## src/rtl/gpio_regmap_pkg.sv

```systemverilog
package gpio_regmap_pkg;
   localparam int BUS_W = 32;
   localparam logic [7:0] OFS_DOUT   = 8'h00;
   localparam logic [7:0] OFS_DIN    = 8'h04;
   localparam logic [7:0] OFS_DIR    = 8'h08;
   localparam logic [7:0] OFS_SET    = 8'h10;
   localparam logic [7:0] OFS_CLR    = 8'h14;
   localparam logic [7:0] OFS_PULLEN = 8'h18;
   localparam logic [7:0] OFS_PULLTY = 8'h1C;
   localparam logic [7:0] OFS_IEN    = 8'h20;
   localparam logic [7:0] OFS_ISTAT  = 8'h24;
   localparam logic [7:0] OFS_IMASK  = 8'h2C;
   localparam logic [7:0] OFS_ICLR   = 8'h30;
   localparam logic [7:0] OFS_ITYPE  = 8'h34;
   localparam logic [7:0] OFS_IBOTH  = 8'h38;
   localparam logic [7:0] OFS_IPOL   = 8'h3C;
endpackage

```

## src/rtl/gpio_sync.sv

```systemverilog
module gpio_sync #(
   parameter int W      = 32,
   parameter int STAGES = 2
) (
   input  logic         clk,
   input  logic         rst_n,
   input  logic [W-1:0] d,
   output logic [W-1:0] q
);
   initial begin
      if (STAGES < 2) $error("gpio_sync: STAGES must be at least 2");
      if (W < 1)      $error("gpio_sync: W must be positive");
   end

   logic [W-1:0] chain [STAGES];

   always_ff @(posedge clk or negedge rst_n) begin
      if (!rst_n) chain[0] <= '0;
      else        chain[0] <= d;
   end

   for (genvar s = 1; s < STAGES; s++) begin : g_stage
      always_ff @(posedge clk or negedge rst_n) begin
         if (!rst_n) chain[s] <= '0;
         else        chain[s] <= chain[s-1];
      end
   end

   assign q = chain[STAGES-1];
endmodule

```

## src/rtl/gpio_evt_detect.sv

```systemverilog
module gpio_evt_detect (
   input  logic clk,
   input  logic rst_n,
   input  logic lvl,
   input  logic en,
   input  logic lvl_mode,
   input  logic both,
   input  logic pol,
   output logic evt
);
   logic prev;
   logic rise, fall, hit;

   always_ff @(posedge clk or negedge rst_n) begin
      if (!rst_n) prev <= 1'b0;
      else        prev <= lvl;
   end

   always_comb begin
      rise = lvl & ~prev;
      fall = ~lvl & prev;
      if (lvl_mode)  hit = pol ? ~lvl : lvl;
      else if (both) hit = rise | fall;
      else           hit = pol ? fall : rise;
      evt = en & hit;
   end

   // in edge mode an event needs a change since the last clock
   a_r5_edge_needs_change: assert property (@(posedge clk) disable iff (!rst_n)
      (evt && !lvl_mode) |-> (lvl != prev));
endmodule

```

## src/rtl/gpio_port.sv

```systemverilog
module gpio_port
   import gpio_regmap_pkg::*;
#(
   parameter int NPINS       = 32,
   parameter int ADDR_W      = 8,
   parameter int SYNC_STAGES = 2
) (
   input  logic              clk,
   input  logic              rst_n,
   input  logic              wr_en,
   input  logic [ADDR_W-1:0] wr_addr,
   input  logic [31:0]       wr_data,
   input  logic [ADDR_W-1:0] rd_addr,
   output logic [31:0]       rd_data,
   input  logic [NPINS-1:0]  pin_in,
   output logic [NPINS-1:0]  pin_out,
   output logic [NPINS-1:0]  pin_oe,
   output logic              irq
);
   localparam int PW = NPINS;

   initial begin
      if (NPINS < 1 || NPINS > BUS_W) $error("gpio_port: NPINS must be 1..32");
      if (ADDR_W < 8)                 $error("gpio_port: ADDR_W must be at least 8");
   end

   logic [PW-1:0] dout_q, dir_q, pull_en_q, pull_ty_q;
   logic [PW-1:0] ien_q, imask_q, itype_q, iboth_q, ipol_q, istat_q;
   logic [PW-1:0] pin_s, evt_vec, wd;
   logic [7:0]    wa;
   logic          irq_q;

   assign wd = wr_data[PW-1:0];
   assign wa = wr_addr[7:0];

   function automatic logic hit(input logic [7:0] a, input logic [7:0] ofs);
      return wr_en && (a == ofs) && (wr_addr >> 8) == '0;
   endfunction

   // pin synchronizer
   gpio_sync #(.W(PW), .STAGES(SYNC_STAGES)) u_sync (
      .clk(clk), .rst_n(rst_n), .d(pin_in), .q(pin_s)
   );

   // per-pin detectors
   for (genvar n = 0; n < PW; n++) begin : g_pin
      gpio_evt_detect u_det (
         .clk(clk), .rst_n(rst_n), .lvl(pin_s[n]), .en(ien_q[n]),
         .lvl_mode(itype_q[n]), .both(iboth_q[n]), .pol(ipol_q[n]),
         .evt(evt_vec[n])
      );
   end

   // configuration and output registers
   always_ff @(posedge clk or negedge rst_n) begin
      if (!rst_n) begin
         dout_q <= '0; dir_q <= '0; pull_en_q <= '0; pull_ty_q <= '0;
         ien_q <= '0; imask_q <= '0; itype_q <= '0; iboth_q <= '0; ipol_q <= '0;
      end else begin
         if (hit(wa, OFS_DOUT))        dout_q <= wd;
         else if (hit(wa, OFS_SET))    dout_q <= dout_q | wd;
         else if (hit(wa, OFS_CLR))    dout_q <= dout_q & ~wd;
         if (hit(wa, OFS_DIR))    dir_q     <= wd;
         if (hit(wa, OFS_PULLEN)) pull_en_q <= wd;
         if (hit(wa, OFS_PULLTY)) pull_ty_q <= wd;
         if (hit(wa, OFS_IEN))    ien_q     <= wd;
         if (hit(wa, OFS_IMASK))  imask_q   <= wd;
         if (hit(wa, OFS_ITYPE))  itype_q   <= wd;
         if (hit(wa, OFS_IBOTH))  iboth_q   <= wd;
         if (hit(wa, OFS_IPOL))   ipol_q    <= wd;
      end
   end

   // pending status: write-one-to-clear, a same-cycle event wins
   always_ff @(posedge clk or negedge rst_n) begin
      if (!rst_n)                 istat_q <= '0;
      else if (hit(wa, OFS_ICLR)) istat_q <= (istat_q & ~wd) | evt_vec;
      else                        istat_q <= istat_q | evt_vec;
   end

   always_ff @(posedge clk or negedge rst_n) begin
      if (!rst_n) irq_q <= 1'b0;
      else        irq_q <= |(istat_q & ~imask_q);
   end

   // combinational read port
   always_comb begin
      logic [PW-1:0] sel;
      sel     = '0;
      rd_data = '0;
      if ((rd_addr >> 8) == '0) begin
         case (rd_addr[7:0])
            OFS_DOUT:   sel = dout_q;
            OFS_DIN:    sel = pin_s;
            OFS_DIR:    sel = dir_q;
            OFS_PULLEN: sel = pull_en_q;
            OFS_PULLTY: sel = pull_ty_q;
            OFS_IEN:    sel = ien_q;
            OFS_ISTAT:  sel = istat_q;
            OFS_IMASK:  sel = imask_q;
            OFS_ITYPE:  sel = itype_q;
            OFS_IBOTH:  sel = iboth_q;
            OFS_IPOL:   sel = ipol_q;
            default:    sel = '0;
         endcase
      end
      rd_data[PW-1:0] = sel;
   end

   assign pin_out = dout_q;
   assign pin_oe  = dir_q;
   assign irq     = irq_q;

   // set location forces written ones high
   a_r2_set_forces_ones: assert property (@(posedge clk) disable iff (!rst_n)
      hit(wa, OFS_SET) |=> ((dout_q & $past(wd)) == $past(wd)));
   // clear location forces written ones low
   a_r2_clr_forces_zeros: assert property (@(posedge clk) disable iff (!rst_n)
      hit(wa, OFS_CLR) |=> ((dout_q & $past(wd)) == '0));
   // no status bit rises without its enable
   a_r9_enable_gates: assert property (@(posedge clk) disable iff (!rst_n)
      1'b1 |=> ((istat_q & ~$past(istat_q) & ~$past(ien_q)) == '0));
   // an event is always recorded, even against a clear
   a_r10_event_beats_clear: assert property (@(posedge clk) disable iff (!rst_n)
      1'b1 |=> ((istat_q & $past(evt_vec)) == $past(evt_vec)));
   // a clear with no competing event takes effect
   a_r10_clear_takes: assert property (@(posedge clk) disable iff (!rst_n)
      (hit(wa, OFS_ICLR) && evt_vec == '0) |=> ((istat_q & $past(wd)) == '0));
   // a request needs some pending status one cycle earlier
   a_r11_irq_needs_status: assert property (@(posedge clk) disable iff (!rst_n)
      irq_q |-> ($past(istat_q) != '0));
endmodule

```

## config.mk

```make
export PLATFORM = sky130hd
export DESIGN_NAME = gpio_port
export DESIGN_NICKNAME = d
export VERILOG_FILES = /design/src/rtl/gpio_regmap_pkg.sv /design/src/rtl/gpio_sync.sv /design/src/rtl/gpio_evt_detect.sv /design/src/rtl/gpio_port.sv
export SDC_FILE = /design/constraint.sdc
export NUM_CORES = 1
export LEC_CHECK = 0
export CAP_MARGIN = 20
export CORE_MARGIN = 2
export CORE_UTILIZATION = 64
export CTS_CLUSTER_SIZE = 30
export DETAILED_ROUTE_END_ITERATION = 8
export DONT_BUFFER_PORTS = 1
export GPL_ROUTABILITY_DRIVEN = 0
export PLACE_DENSITY = 0.8
export SYNTH_ARGS = -nofsm -noshare
export SYNTH_HDL_FRONTEND = slang
export SYNTH_SLANG_ARGS = --single-unit
```

## constraint.sdc

```tcl
create_clock -name clk -period 2.9 [get_ports clk]
set_clock_uncertainty 0.15 [all_clocks]
set_input_delay 0.145 -clock clk [delete_from_list [all_inputs] [get_ports clk]]
set_output_delay 0.145 -clock clk [all_outputs]
set_load 0.02 [all_outputs]
```

---- Word-level counts from Yosys, hierarchy flattened ----
Cells that the tools add are included.
operators by class
  shifts and indexed selects .............. 0
  multiplexer cells ....................... 133
  $add $sub $neg .......................... 0
  $mul .................................... 0
  reductions and logical operators ........ 16
  div/mod/pow operators ................... 0
  bitwise gates (word level) .............. 200
  $lt $le $gt $ge ......................... 0
  eq/ne operators ......................... 21
operators by type and width
  kind                                                 count
  case mux 32 bit (11 select lines)                    1
  two-way mux 1 bit                                    128
  two-way mux 32 bit                                   4
  bitwise AND 1 bit                                    96
  bitwise AND 32 bit                                   3
  equality test 8 x 6 -> 1 bit, second input constant  12
  bitwise OR 32 bit                                    3
  inverter 1 bit                                       64
  inverter 32 bit                                      2
  equality test 8 x 5 -> 1 bit, second input constant  6
  bitwise OR 1 bit                                     32
  OR reduction 32 bit                                  1
  equality test 8 x 4 -> 1 bit, second input constant  2
  zero test 8 bit                                      2
  logical AND 1 bit                                    12
  equality test 8 x 3 -> 1 bit, second input constant  1
  nonzero test 3 bit                                   1
word-level totals
  flip-flop bits (word level) ............. 417
  input port bits ......................... 83
  bits in writable memories ............... 0
  bits in latches ......................... 0
  logic and storage cells ................. 415
  memory bits (read-only) ................. 0
  memories kept ........................... 0
  output and inout bits ................... 97

---- Longest topological paths before layout ----
  depth in word-level cells ............... 8
  depth in mapped cells ................... 8
  gate-level depth less buffers ........... 6

---- By module ----
Synthesis repeated with hierarchy kept, for this count alone.
second synthesis, totals
  cell total of the unflattened synthesis .. 1795
  area, all modules ....................... 21076.5 µm²
by module, submodules not included
  module           area an instance (µm²)  sequential area each (µm²)  cells each  instances
  gpio_port        16071.7                 8032.7                      1347        1
  gpio_evt_detect  98.8                    25.0                        11          32
  gpio_sync        1841.8                  1601.5                      96          1

---- Worst setup path after synthesis ----
OpenSTA, ideal clock, no wires.
  path kind ............................... flip-flop to output port
  start point ............................. reg with a tool-made name
  end point ............................... out rd_data[26]
  data arrival time ....................... 1.578 ns
  cell stages (with the launch flop) ...... 4
  data required time ...................... 2.605 ns
  setup slack ............................. 1.027 ns
  path buffers ............................ 0
  cell sequence ........................... dfrtp_1 > mux2_2 > a32o_1 > or4_1
RTL lines
  element           RTL line         source
  end: declaration  gpio_port.sv:14  output logic [31:0] rd_data,

==> flow_summary.ini <==
[run_status]
status = complete, but fails checks
violations = hold timing, slew limit

[sta]
fin_crit_sh_pct = 89.72
fmax_ghz = 0.3843
setup_tns_ps = 0
min_period_ps = 2602
slew_viol_final = 302
setup_viol = 0
whs_ps = -838.1
final_hold_viol_count = 417
slew_headroom_pct = -89.76
rsz0062_at_grt = no
tightest_slew_ps = 2846

[worst_setup_path]
slowest_stage = or4_1
reg2reg_depth = 6
crit_required_ps = 2610
crit_cells = 3
critPathLaunchType = register
max_stage_delay_ps = 670
critical_path.max_fanout = 3
path_class = register to output pin
rrSetupSlack_ps = 1010
reg2reg_from = u_sync.q[10]
r2r-end = istat_q[10]
crit_buf_inv = 0
critical_path.top_delay_family = simple AND/OR/NAND/NOR gates
worstPathArrival_ps = 2310
endpoint = rd_data[26]
cp-end-kind = output pin
path_cells = mux2_2 > a32o_1 > or4_1

[placement]
dp_hpwl_um = 39310
io_buffers = 0

[grt]
grt_first_pass_wirelength_um = 95720
antenna_found_initial = 3
grt_pass1_vias = 16045
grt.total_usage_pct = 37.81
grt_max_degree = 418
grt_overflow = 0

[synth]
syn_area_per_cell_sq_um = 11.71
synth.area.top_cells = dfrtp_1 (50%), mux2_2 (17%), ha_1 (3.9%)
synth_cell_types = 66
synth_top_area_share_pct = 50.48
ys_warn_count = 0
synth_nets = 1912
synth_flop_cell = dfrtp_1
async_reset_ff_share_pct = 100.0
seq_area_frac_synth_pct = 50.48
synth_edf_count = 0
synth-seq-cells = 417
syn-instance-count = 1765
netlist_area_sq_mm = 0.02067
synth_largest_area_cell = dfrtp_1

[floorplan]
io_pins = 180
rows = 65
die-area_sq_mm = 0.03376
core-area_sq_mm = 0.03172
start_util_pct = 65.18
fp.dieH_um = 183.7
die_x_um = 183.7

[power_and_ir_drop]
p_leak_nw = 11.29
total_power_mw = 14.03
power_density_mw_per_mm2 = 595.3
vdd_drop_max_mv = 0.5225

[flow_run]
cap_viol_max_count = 0

[clocking]
clock-sinks = 417
cts_tree = yes
h-tree-depth = 2
numCtsBuffers = 44
post_cts_resized = 0
clk_pin_slew_ps = 60
cts_buffer_depth = 3
clk_latency_ps = 550
hold_buffers = 111
cts_setup_buffers = 0
cts-root-buf = clkbuf_16

[route]
firstDrtPassIters = 9
dr.first_iter.drc_count = 2203
vias = 15811
drc = 0
via_per_inst = 6.953
wl_per_cell_um = 27.96
wirelength_um = 63570
ant_nets = 0

[layout]
final_common_cell = dfrtp_1
fin_nets = 1985
drive_gt1_share_pct = 23.80
syn_to_final_growth_pct = 13.98
most-common-layout-cells = dfrtp_1 (417), mux2_2 (306), nand2_1 (142)

[min_path]
min_path_type = input port to async pin
## layout make-up
type | instances | area (sq um)
diodes | 2 | 5.005
clock buffers | 63 | 1334
clock inverters | 15 | 207.7
fillers | 2032 | 8154
inverters | 97 | 364.1
multi-input cells | 1126 | 9271
flip-flops and latches | 417 | 10440
well taps | 402 | 503.0
repair buffers | 152 | 1444
## cells in the mapped netlist (all sizes together), types with 4 or more instances
cell type	instances
or3	9
ha	64
nor4b	4
a221oi	20
or4b	4
o211ai	4
nand2	144
a21oi	18
nand4	24
mux2	310
nor2	44
clkbuf	52
a32oi	8
o21ai	72
o32ai	5
o22ai	33
nor3	11
o2bb2ai	9
xor2	32
o22a	9
or4	6
dfrtp	417
nand3	66
a2bb2oi	4
inv	97
nor4	14
mux2i	72
and3	6
a22o	56
a22oi	45
buf	73
## metal layers
| layer | wire [um] | track usage (%) | up-vias |
|---|---|---|---|
| li1 | - | - | 6528 |
| met1 | 23110 | 48.37 | 7950 |
| met2 | 29150 | 59.31 | 1060 |
| met3 | 7861 | 10.90 | 269 |
| met4 | 3396 | 18.75 | 4 |
| met5 | 50 | 0 | - |
## registers in the layout (all words and copies together), names as in the netlist, named ones only
signal	cells
g_pin.u_det.prev	32
iboth_q	32
ien_q	32
imask_q	32
ipol_q	32
irq	1
istat_q	32
itype_q	32
pin_oe	32
pull_en_q	32
pull_ty_q	32
u_sync.chain	32
u_sync.q	32
## where the power goes
part | leakage [nW] | switching (mW) | internal, mW
registers | 5.50 | 0.506 | 6.24
logic | 5.01 | 0.654 | 0.672
clock network | 0.771 | 2.33 | 3.63
## logic make-up after synthesis
logic type                 after synthesis  synth area share [%]
muxes                                  382                 20.37
and+or+nand+nor                        354                 8.891
buffers and inverters                  222                 4.860
DFF                                    417                 50.48
AOI/OAI and AO/OA                      294                 10.17
adders and majority gates               64                 3.873
xor gates and xnor gates                32                 1.356
## through the flow
step / util [%] / instance area [sq um] / hold WS, ps / setup slack (ps) / std cells
3_5_place_dp: 65.91 / 20910 / -276.6 / 610.0 / 2083
3_3_place_gp: 65.91 / 20910 / -279.6 / 609.3 / 2083
6_report: 74.29 / 23560 / -838.1 / 298.1 / 2274
2_1_floorplan: - / 20670 / -300.6 / 1027 / 1765
4_1_cts: 74.28 / 23560 / -847.7 / 297.2 / 2272
5_1_grt: 74.29 / 23560 / -845.1 / 285.1 / 2274
## worst min path at each step
stage               cells after the start  startpoint                to  slack (ps)
floorplan                               0       rst_n         async pin        -300
global placement                        0       rst_n      u_sync.q[28]        -280
detailed placement                      0       rst_n  u_sync.chain[60]        -280
CTS                                     0       rst_n        iboth_q[8]        -850
global route                            0       rst_n       iboth_q[28]        -850
finish                                  0       rst_n      u_sync.q[28]        -840
Note: power is estimated with default switching activity, not from simulation.
